`src/rtl/opfwd_pkg.sv`:
```
package opfwd_pkg;

    // stage slots, youngest first; the order is the bypass priority
    localparam int STG_EX   = 0;
    localparam int STG_MEM  = 1;
    localparam int STG_WB   = 2;
    localparam int NUM_STG  = 3;

    typedef enum logic [1:0] {
        PICK_RF  = 2'd0,
        PICK_EX  = 2'd1,
        PICK_MEM = 2'd2,
        PICK_WB  = 2'd3
    } pick_e;

    // youngest matching producer wins
    function automatic pick_e choose_src(input logic [NUM_STG-1:0] hit);
        if (hit[STG_EX])       return PICK_EX;
        else if (hit[STG_MEM]) return PICK_MEM;
        else if (hit[STG_WB])  return PICK_WB;
        else                   return PICK_RF;
    endfunction

endpackage

```
`src/rtl/opfwd_match.sv`:
```
module opfwd_match
    import opfwd_pkg::*;
#(
    parameter int REG_W = 4
) (
    input  logic [REG_W-1:0]              src_idx,
    input  logic [NUM_STG-1:0]            st_ok,
    input  logic [NUM_STG-1:0][REG_W-1:0] st_dst,
    output logic [NUM_STG-1:0]            hit
);
    logic src_live;
    assign src_live = (src_idx != '0);

    for (genvar s = 0; s < NUM_STG; s++) begin : g_cmp
        assign hit[s] = src_live && st_ok[s] && (st_dst[s] == src_idx);
    end
endmodule

```
`src/rtl/opfwd_select.sv`:
```
module opfwd_select
    import opfwd_pkg::*;
#(
    parameter int DATA_W = 32
) (
    input  logic [NUM_STG-1:0]               hit,
    input  logic [DATA_W-1:0]                rf_val,
    input  logic [NUM_STG-1:0][DATA_W-1:0]   st_val,
    output logic [DATA_W-1:0]                opnd
);
    pick_e sel;

    always_comb begin
        sel = choose_src(hit);
        unique case (sel)
            PICK_EX:  opnd = st_val[STG_EX];
            PICK_MEM: opnd = st_val[STG_MEM];
            PICK_WB:  opnd = st_val[STG_WB];
            default:  opnd = rf_val;
        endcase
    end

    always_comb begin
        // nothing matched, the register file value goes through
        if (hit == '0)
            a_r1_rf_pass: assert (opnd == rf_val) else $error("a_r1_rf_pass");
        // execute-stage hit takes precedence
        if (hit[STG_EX])
            a_r3_ex_first: assert (opnd == st_val[STG_EX]) else $error("a_r3_ex_first");
    end
endmodule

```
`src/rtl/opfwd_hazard.sv`:
```
module opfwd_hazard #(
    parameter int REG_W = 4
) (
    input  logic [REG_W-1:0] src_a_idx,
    input  logic [REG_W-1:0] src_b_idx,
    input  logic             ex_wen,
    input  logic             ex_load,
    input  logic [REG_W-1:0] ex_dst,
    output logic             stall_req
);
    logic load_pending;
    logic dep_a, dep_b;

    assign load_pending = ex_wen && ex_load && (ex_dst != '0);
    assign dep_a        = (src_a_idx == ex_dst);
    assign dep_b        = (src_b_idx == ex_dst);
    assign stall_req    = load_pending && (dep_a || dep_b);

    always_comb begin
        // a stall always traces back to a live load in execute
        if (stall_req)
            a_r6_stall_cause: assert (ex_load && ex_wen) else $error("a_r6_stall_cause");
    end
endmodule

```
`src/rtl/opfwd_unit.sv`:
```
module opfwd_unit
    import opfwd_pkg::*;
#(
    parameter int DATA_W = 32,
    parameter int REG_W  = 4
) (
    input  logic [REG_W-1:0]  src_a_idx,
    input  logic [DATA_W-1:0] src_a_rf,
    input  logic [REG_W-1:0]  src_b_idx,
    input  logic [DATA_W-1:0] src_b_rf,
    input  logic              ex_wen,
    input  logic              ex_load,
    input  logic [REG_W-1:0]  ex_dst,
    input  logic [DATA_W-1:0] ex_val,
    input  logic              mem_wen,
    input  logic [REG_W-1:0]  mem_dst,
    input  logic [DATA_W-1:0] mem_val,
    input  logic              wb_wen,
    input  logic [REG_W-1:0]  wb_dst,
    input  logic [DATA_W-1:0] wb_val,
    output logic [DATA_W-1:0] opnd_a,
    output logic [DATA_W-1:0] opnd_b,
    output logic              stall_req
);
    localparam int NUM_SRC = 2;

    logic [NUM_STG-1:0]              st_ok;
    logic [NUM_STG-1:0][REG_W-1:0]   st_dst;
    logic [NUM_STG-1:0][DATA_W-1:0]  st_val;
    logic [NUM_SRC-1:0][REG_W-1:0]   src_idx;
    logic [NUM_SRC-1:0][DATA_W-1:0]  src_rf;
    logic [NUM_SRC-1:0][DATA_W-1:0]  src_out;
    logic [NUM_SRC-1:0][NUM_STG-1:0] src_hit;

    // a load in execute has no data yet: it never qualifies as a source
    assign st_ok[STG_EX]   = ex_wen && !ex_load;
    assign st_ok[STG_MEM]  = mem_wen;
    assign st_ok[STG_WB]   = wb_wen;
    assign st_dst[STG_EX]  = ex_dst;
    assign st_dst[STG_MEM] = mem_dst;
    assign st_dst[STG_WB]  = wb_dst;
    assign st_val[STG_EX]  = ex_val;
    assign st_val[STG_MEM] = mem_val;
    assign st_val[STG_WB]  = wb_val;

    assign src_idx[0] = src_a_idx;
    assign src_idx[1] = src_b_idx;
    assign src_rf[0]  = src_a_rf;
    assign src_rf[1]  = src_b_rf;

    for (genvar k = 0; k < NUM_SRC; k++) begin : g_src
        opfwd_match #(.REG_W(REG_W)) u_match (
            .src_idx (src_idx[k]),
            .st_ok   (st_ok),
            .st_dst  (st_dst),
            .hit     (src_hit[k])
        );
        opfwd_select #(.DATA_W(DATA_W)) u_sel (
            .hit    (src_hit[k]),
            .rf_val (src_rf[k]),
            .st_val (st_val),
            .opnd   (src_out[k])
        );
    end

    assign opnd_a = src_out[0];
    assign opnd_b = src_out[1];

    opfwd_hazard #(.REG_W(REG_W)) u_haz (
        .src_a_idx (src_a_idx),
        .src_b_idx (src_b_idx),
        .ex_wen    (ex_wen),
        .ex_load   (ex_load),
        .ex_dst    (ex_dst),
        .stall_req (stall_req)
    );

    always_comb begin
        // register zero is neither bypassed nor a stall cause
        if (src_a_idx == '0)
            a_r4_zero_a: assert (opnd_a == src_a_rf) else $error("a_r4_zero_a");
        if (src_b_idx == '0)
            a_r4_zero_b: assert (opnd_b == src_b_rf) else $error("a_r4_zero_b");
        // the value of a load still in execute never reaches an operand
        if (ex_load && ex_wen && (ex_dst == src_a_idx) && (src_a_idx != '0) && (ex_val != mem_val)
            && (ex_val != wb_val) && (ex_val != src_a_rf))
            a_r7_no_ex_load: assert (opnd_a != ex_val) else $error("a_r7_no_ex_load");
    end
endmodule

```
`config.mk`:
```
export PLATFORM = sky130hd
export DESIGN_NAME = opfwd_unit
export DESIGN_NICKNAME = d
export VERILOG_FILES = /design/src/rtl/opfwd_pkg.sv /design/src/rtl/opfwd_match.sv /design/src/rtl/opfwd_select.sv /design/src/rtl/opfwd_hazard.sv /design/src/rtl/opfwd_unit.sv
export SDC_FILE = /design/constraint.sdc
export NUM_CORES = 1
export LEC_CHECK = 0
export BUFFER_PORTS_ARGS = -buffer_cell sky130_fd_sc_hd__buf_4
export CORE_AREA = 2 2 97 99
export DETAILED_ROUTE_END_ITERATION = 8
export DIE_AREA = 0 0 99 101
export GPL_TIMING_DRIVEN = 0
export PLACE_DENSITY_LB_ADDON = 0.25
export SYNTH_ARGS = -nofsm -noshare
export SYNTH_HDL_FRONTEND = slang
export SYNTH_SLANG_ARGS = --single-unit
```
`constraint.sdc`:
```
create_clock -name vclk -period 6.9
set_input_delay 1.38 -clock vclk [all_inputs]
set_output_delay 1.38 -clock vclk [all_outputs]
set_load 0.05 [all_outputs]
```
==> impl_results.md, run 1 <==
* GP Congestion at 0.819
* Sequential-to-total area share from yosys stat at 0
* Routed wire length at 13600 um
* Drt first pass iters at 5
* DRC errors left at 0
* Critical Path AT at 3.89 ns
* GR Overflow Total at 0
* Synthesized area at 2560 um2
* Final core occ at 0.507
* Crit path capture type: output pin
* Crit share post-route at 0.764
* Worst-margin pin slew at 0.836 ns
* Clock buf count at 0
* Worst-path fanout max at 10
* Type of the worst setup path: input port to output pin
* Core Rows at 35
* Synth Area in Compound Gates at 0.539
* Largest family of logic cells by synthesized area: compound AO/OA/AOI/OAI gates
* Worst-path cell chain: clkbuf_1, xnor2_1, nand3_1, o311ai_1, clkbuf_1, o221ai_1, a2bb2oi_1, buf_4
* Layout Area Growth over Synthesis at 77.4%
* Outcome: finished clean
* Syn Nets at 537
* Average wire per standard cell at 19.1 um
* CP peak stage delay at 0.71 ns
* Relative slew slack at 0.434
* Post-DRT Antenna Nets at 0
* Hold Buf Count CTS at 0
* Starting Density at 0.286
* Area share of and/or/nand/nor cells after synthesis at 0.302
* Antenna cells at 0
* F_max at 190 MHz
* Crit-path most repeated cell: clkbuf_1
* Final hold viol count at 0
* RSZ-0062 raised after global routing: false
* Post-CTS setup buffer count at 0
* Hpwl dp at 10900 um
* Final setup fails at 0
* Vias at 3898
* CP max-delay cell: o311ai_1
* Final nets at 785
* Max rail drop VDD at 0.0000484 V
* Share of cells above drive strength 1 at 0.489
* MaxCap Viol Count at 0
* Initial antenna violation count at 0
* Tot GR Track Use at 0.248
* Area of the multi-input gates at 2370 um2
* Post-CTS sizing at 0
* Final setup TNS at 0 ns
* Startpoint class of the critical path: input port
* Seq_cells at 0
* Layout fillers at 892
* Die width at 99 um
* Die Span Y at 101 um
* Vias in the first global route at 3864
* Minimum clock period at 5.27 ns
* Synth unique cells at 27
* Mux contribution to synthesized area at 0
* Max Slew Vio Count at 0
* Core Area at 8980 um2
* Leakage at 1.96 nW
* Starting DRT DRC Count at 150
* Largest net degree at the start of global routing at 11
* Pwr dens at 98.7 nW/um2
* XOR/XNOR Fraction of Synth Area at 0.0820
* Buffers added on ports at 246
* Syn avg cell area at 7.27 um2
* Num ports at 249
* Syn Inst Count at 353
* Class of the worst hold path: input port to output pin
* Yosys Warn Count at 0
* Die ar. at 10000 um2
* Sequential cell area at 0 um2
* Critical Path RT at 5.52 ns
* Vias per cell at 5.49
* Area share of fa/ha/maj cells after synthesis at 0
* Global-route wire length before repair at 20300 um
-- final timing paths --
| path | start | to | slack, ns | depth (start not counted) |
|---|---|---|---|---|
| max | src_a_idx[2] | opnd_a[20] | 1.63 | 8 |
| min | ex_wen | stall_req | 3.14 | 4 |
-- cells in the mapped netlist, types with 2 or more instances --
| cell type | instances | area [um2] |
|---|---|---|
| buf_6 | 3 | 33.8 |
| nand3_1 | 4 | 20.0 |
| xnor2_1 | 14 | 123 |
| nand2_1 | 65 | 244 |
| nor4_1 | 2 | 12.5 |
| o221ai_1 | 64 | 561 |
| a2bb2oi_2 | 30 | 450 |
| buf_2 | 9 | 45.0 |
| nor2_1 | 2 | 7.51 |
| nor3_1 | 4 | 20.0 |
| nand4_1 | 2 | 12.5 |
| or3_1 | 3 | 18.8 |
| clkbuf_1 | 31 | 116 |
| a2bb2oi_1 | 34 | 298 |
| xor2_1 | 10 | 87.6 |
| nand2b_1 | 65 | 407 |
-- placed cells by master (no fill, tap or decap) --
cell type / Yosys / final
a21oi_1: 1 / 1
xor2_1: 10 / 10
inv_1: 1 / 1
o211ai_2: 1 / 1
nor3_1: 4 / 4
buf_4: 0 / 246
o211ai_4: 1 / 1
a2bb2oi_2: 30 / 30
xnor2_1: 14 / 14
or3_1: 3 / 3
or2_1: 1 / 1
nand2_1: 65 / 65
o41ai_1: 1 / 1
o311ai_1: 1 / 1
nor4_2: 1 / 1
buf_6: 3 / 3
nor4_1: 2 / 2
or4_1: 1 / 1
a2bb2oi_1: 34 / 34
nand2b_1: 65 / 65
nand3_1: 4 / 4
nor2_1: 2 / 2
clkbuf_1: 31 / 31
nand4_1: 2 / 2
o221ai_1: 64 / 64
buf_2: 9 / 9
or2_2: 1 / 1
o311ai_2: 1 / 1
-- routing by layer --
layer | up-vias | track usage | wire [um]
met5 | - | 0 | 0
met1 | 1818 | 0.330 | 5640
li1 | 1878 | - | -
met3 | 16 | 0.0208 | 943
met4 | 0 | 0.0306 | 211
met2 | 186 | 0.448 | 6770
-- cell type report --
cell class                      instances  area share
Tap cell                              111      0.0305
Multi-Input combinational cell        309       0.520
Buffer                                 43      0.0429
Timing Repair Buffer                  246       0.406
Inverter                                1    0.000825
-- per-stage QoR --
| stage | setup WS, ns | hold slack (ns) | area, um2 | total power [W] | instances |
|---|---|---|---|---|---|
| CTS | 1.57 | 3.15 | 4550 | 0.000450 | 710 |
| global route | 1.37 | 3.16 | 4550 | 0.000472 | 710 |
| finish | 1.63 | 3.14 | 4550 | 0.000449 | 710 |
| global placement | 1.56 | 3.15 | 4550 | 0.000444 | 710 |
| detailed placement | 1.59 | 3.15 | 4550 | 0.000449 | 710 |
| floorplan | 1.93 | 2.97 | 2560 | 0.000271 | 353 |
-- worst max-delay path: cells and delay by family --
kind | cells | cell delay, ns
compound gates | 3 | 1.20
simple gates | 1 | 0.12
buf+inv | 3 | 1.01
xor+xnor | 1 | 0.17
-- power breakdown --
group          switching (W)  internal, W  leakage [nW]
Sequential                 0            0             0
Clock                      0            0             0
Combinational       0.000261     0.000188          1.96
-- cell families (layout without fill, tap and decap cells) --
family,after synthesis,after routing
simple gates,151,151
buf+inv,44,290
xor+xnor,24,24
compound gates,134,134
(Power assumes the default switching activity.)
==> run 2: changes to the inputs <==
==> constraint.sdc (replaced) <==
create_clock -name vclk -period 4.5
set_input_delay 0.9 -clock vclk [all_inputs]
set_output_delay 0.9 -clock vclk [all_outputs]
set_load 0.05 [all_outputs]
==> impl_results.md, run 2 (synthesized netlist as in run 1, its figures left out) <==
* Vias in the first global route at 3864
* Max rail drop VDD at 0.0000743 V
* F_max at 236 MHz
* RSZ-0062 raised after global routing: false
* Final Total Pwr at 0.000690 W
* Share of cells above drive strength 1 at 0.491
* Relative slew slack at 0.456
* Post-route insts no fill at 710
* Crit share post-route at 0.941
* Num ports at 249
* Final setup fails at 0
* Global-route wire length before repair at 20300 um
* Drt first pass iters at 4
* MaxCap Viol Count at 0
* Tot GR Track Use at 0.248
* Crit path capture type: output pin
* Core Area at 8980 um2
* Die Span Y at 101 um
* Seq_cells at 0
* Max Slew Vio Count at 0
* Class of the worst hold path: input port to output pin
* Buffers added on ports at 246
* Startpoint class of the critical path: input port
* Worst hold slack at 2.18 ns
* GP Congestion at 0.819
* Post-route cell area at 4560 um2
* Layout Area Growth over Synthesis at 77.7%
* Worst-margin pin slew at 0.810 ns
* GR Overflow Total at 0
* Leading cell type in the layout, fill and taps excluded: buf_4
* Starting DRT DRC Count at 120
* Worst-path fanout max at 10
* Type of the worst setup path: input port to output pin
* Vias at 3878
* Critical Path RT at 3.60 ns
* Core Rows at 35
* Post-CTS setup buffer count at 0
* Pwr dens at 151 nW/um2
* Final hold viol count at 0
* Post-DRT Antenna Nets at 0
* Dpl cells at 710
* Outcome: finished clean
* Layout fillers at 890
* Vias per cell at 5.46
* Hpwl dp at 10900 um
* Largest net degree at the start of global routing at 11
* Final nets at 785
* DP Area at 4550 um2
* Leakage at 1.96 nW
* Routed wire length at 13600 um
* Die ar. at 10000 um2
* Most frequent cells in the layout: 246 x buf_4, 65 x nand2_1, 65 x nand2b_1, 64 x o221ai_1, 34 x a2bb2oi_1
* Critical Path AT at 3.34 ns
* Sequential cell area at 0 um2
* Starting Density at 0.286
* Final setup TNS at 0 ns
* Antenna cells at 0
* Clock buf count at 0
* Die width at 99 um
* Initial antenna violation count at 0
* DRC errors left at 0
* Area of the multi-input gates at 2370 um2
* Minimum clock period at 4.24 ns
* Average wire per standard cell at 19.1 um
[run 2: changes by cell type in the layout (fill, tap and decap cells not counted)]
cell / change
o311ai_1: -1
o311ai_2: +1
[run 2: worst max-delay path, cell delays in order]
cell and delay, ns:
clkbuf_1 0.16, o41ai_1 0.61, or2_2 0.21, clkbuf_1 0.32
clkbuf_1 0.43, o221ai_1 0.22, a2bb2oi_1 0.24, buf_4 0.24
[run 2: routing by layer]
layer  vias up  global-route usage  wire [um]  share of wire
met5         -                   0          0              0
met4         0              0.0306        189          0.014
met2       179               0.448       6850           0.50
met1      1809               0.330       5610           0.41
li1       1876                   -          -              -
met3        14              0.0208        942          0.069
[run 2: path summary, 6_finish.rpt]
| kind | to | slack, ns | from | depth (start not counted) |
|---|---|---|---|---|
| worst max-delay path | opnd_a[20] | 0.26 | src_a_idx[1] | 8 |
| worst min-delay path | stall_req | 2.18 | ex_wen | 4 |
[run 2: timing repair]
| item | in CTS | in global routing |
|---|---|---|
| hold endpoints to repair | 0 | 0 |
| setup endpoints to repair | 0 | 10 |
| hold buffers | 0 | 0 |
| gates resized for setup | 0 | 1 |
[run 2: stage by stage]
step	util	setup slack [ns]
6_report	0.508	0.265
5_1_grt	0.508	0.120
4_1_cts	0.507	0.130
3_5_place_dp	0.507	0.147
3_3_place_gp	0.507	0.117
2_1_floorplan	-	0.493
[run 2: area by class of cell]
cell class | instances | share of cell area
well taps | 111 | 0.0305
inverters | 1 | 0.000823
plain buffers | 43 | 0.0428
repair buffers | 246 | 0.405
multi-input cells | 309 | 0.521
[run 2: where the power goes]
part / switching, W / leakage, nW / internal (W)
Clock: 0 / 0 / 0
Combinational: 0.000401 / 1.96 / 0.000289
Sequential: 0 / 0 / 0
Total: 0.000401 / 1.96 / 0.000289
==> run 3: changes to the inputs <==
--- a/config.mk
+++ b/config.mk
@@ -10,7 +10,8 @@
 export DETAILED_ROUTE_END_ITERATION = 8
 export DIE_AREA = 0 0 99 101
 export GPL_TIMING_DRIVEN = 0
-export PLACE_DENSITY_LB_ADDON = 0.25
+export PLACE_DENSITY = 0.68
+export SLEW_MARGIN = 20
 export SYNTH_ARGS = -nofsm -noshare
 export SYNTH_HDL_FRONTEND = slang
 export SYNTH_SLANG_ARGS = --single-unit
==> impl_results.md, run 3 (synthesized netlist as in run 1, its figures left out) <==
* Core Rows at 35
* Crit-path most repeated cell: clkbuf_1
* Post-CTS sizing at 0
* Sequential cell area at 0 um2
* Final hold viol count at 0
* Minimum clock period at 4.21 ns
* Most frequent cells in the layout: 246 x buf_4, 65 x nand2_1, 65 x nand2b_1, 64 x o221ai_1, 34 x a2bb2oi_1
* Vias in the first global route at 3868
* Vias at 3928
* Global-route wire length before repair at 20100 um
* Final core occ at 0.507
* Die ar. at 10000 um2
* Initial antenna violation count at 0
* Hpwl dp at 11100 um
* Average wire per standard cell at 19.2 um
* Post-route cell area at 4550 um2
* Leading cell type in the layout, fill and taps excluded: buf_4
* DRC errors left at 0
* Startpoint class of the critical path: input port
* Class of the worst hold path: input port to output pin
* Leakage at 1.96 nW
* Worst-margin pin slew at 0.764 ns
* Largest net degree at the start of global routing at 11
* DP Area at 4550 um2
* Max Slew Vio Count at 0
* Max rail drop VDD at 0.0000954 V
* Seq_cells at 0
* Layout Area Growth over Synthesis at 77.4%
* CP peak stage delay at 0.67 ns
* Pwr dens at 152 nW/um2
* Final setup TNS at 0 ns
* Post-CTS setup buffer count at 0
* Share of cells above drive strength 1 at 0.489
* Vias per cell at 5.53
* Type of the worst setup path: input port to output pin
* F_max at 238 MHz
* Buffers added on ports at 246
* Clock buf count at 0
* Relative slew slack at 0.487
* Drt first pass iters at 5
* Layout fillers at 873
* Critical Path RT at 3.60 ns
* Top delay family on crit path: compound AO/OA/AOI/OAI gates
* Post-DRT Antenna Nets at 0
* GR Overflow Total at 0
* Die Span Y at 101 um
* Final nets at 785
* Starting Density at 0.286
* Crit share post-route at 0.936
* Routed wire length at 13600 um
* Final setup fails at 0
* Outcome: finished clean
* Critical Path AT at 3.31 ns
* RSZ-0062 raised after global routing: false
* GP Congestion at 0.821
* CP max-delay cell: o311ai_1
* Worst-path cell chain: clkbuf_1, xnor2_1, o41ai_1, o311ai_1, clkbuf_1, o221ai_1, a2bb2oi_1, buf_4
* Worst-path fanout max at 10
* Die width at 99 um
* Crit path capture type: output pin
* MaxCap Viol Count at 0
* Antenna cells at 0
* Hold Buf Count CTS at 0
* Starting DRT DRC Count at 143
* Tot GR Track Use at 0.248
* Num ports at 249
* WP buf/inv at 3
* Core Area at 8980 um2
[run 3: cell counts in the layout (fill, tap and decap cells not counted)]
Identical to the previous run, type by type.
[run 3: worst paths after layout]
check / startpoint / endpoint / slack (ns) / cells past startpoint
max: src_a_idx[0] / opnd_a[19] / 0.29 / 8
min: ex_wen / stall_req / 2.19 / 4
[run 3: routing by layer]
metal | share of wire | wire length, um | vias up | global-route usage
met4 | 0.013 | 179 | 0 | 0.0327
met5 | 0 | 0 | - | 0
li1 | - | - | 1876 | -
met1 | 0.41 | 5570 | 1851 | 0.323
met3 | 0.064 | 874 | 14 | 0.0257
met2 | 0.51 | 6980 | 187 | 0.451
[run 3: power by group]
| part | total (W) | leakage (nW) | switching, W | internal (W) |
|---|---|---|---|---|
| Combinational | 0.000690 | 1.96 | 0.000401 | 0.000289 |
| Clock | 0 | 0 | 0 | 0 |
| Sequential | 0 | 0 | 0 | 0 |
| Total | 0.000690 | 1.96 | 0.000401 | 0.000289 |
[run 3: final cells by class]
type / count / area (um2) / area share
Multi-Input combinational cell: 309 / 2370 / 0.520
Timing Repair Buffer: 246 / 1850 / 0.406
Buffer: 43 / 195 / 0.0429
Tap cell: 111 / 139 / 0.0305
Inverter: 1 / 3.75 / 0.000825
[run 3: per-stage QoR]
step	total power, W	hold WS (ns)	setup slack, ns	std cells
global route	0.000723	2.20	0.0606	710
detailed placement	0.000688	2.19	0.302	710
finish	0.000690	2.19	0.290	710
floorplan	0.000415	2.01	0.493	353
global placement	0.000681	2.19	0.345	710
CTS	0.000690	2.19	0.291	710
[run 3: worst min-delay path: cells and delay by family]
family | cells | cell delay, ns
compound gates | 1 | 0.04
buf+inv | 2 | 0.29
simple gates | 1 | 0.05
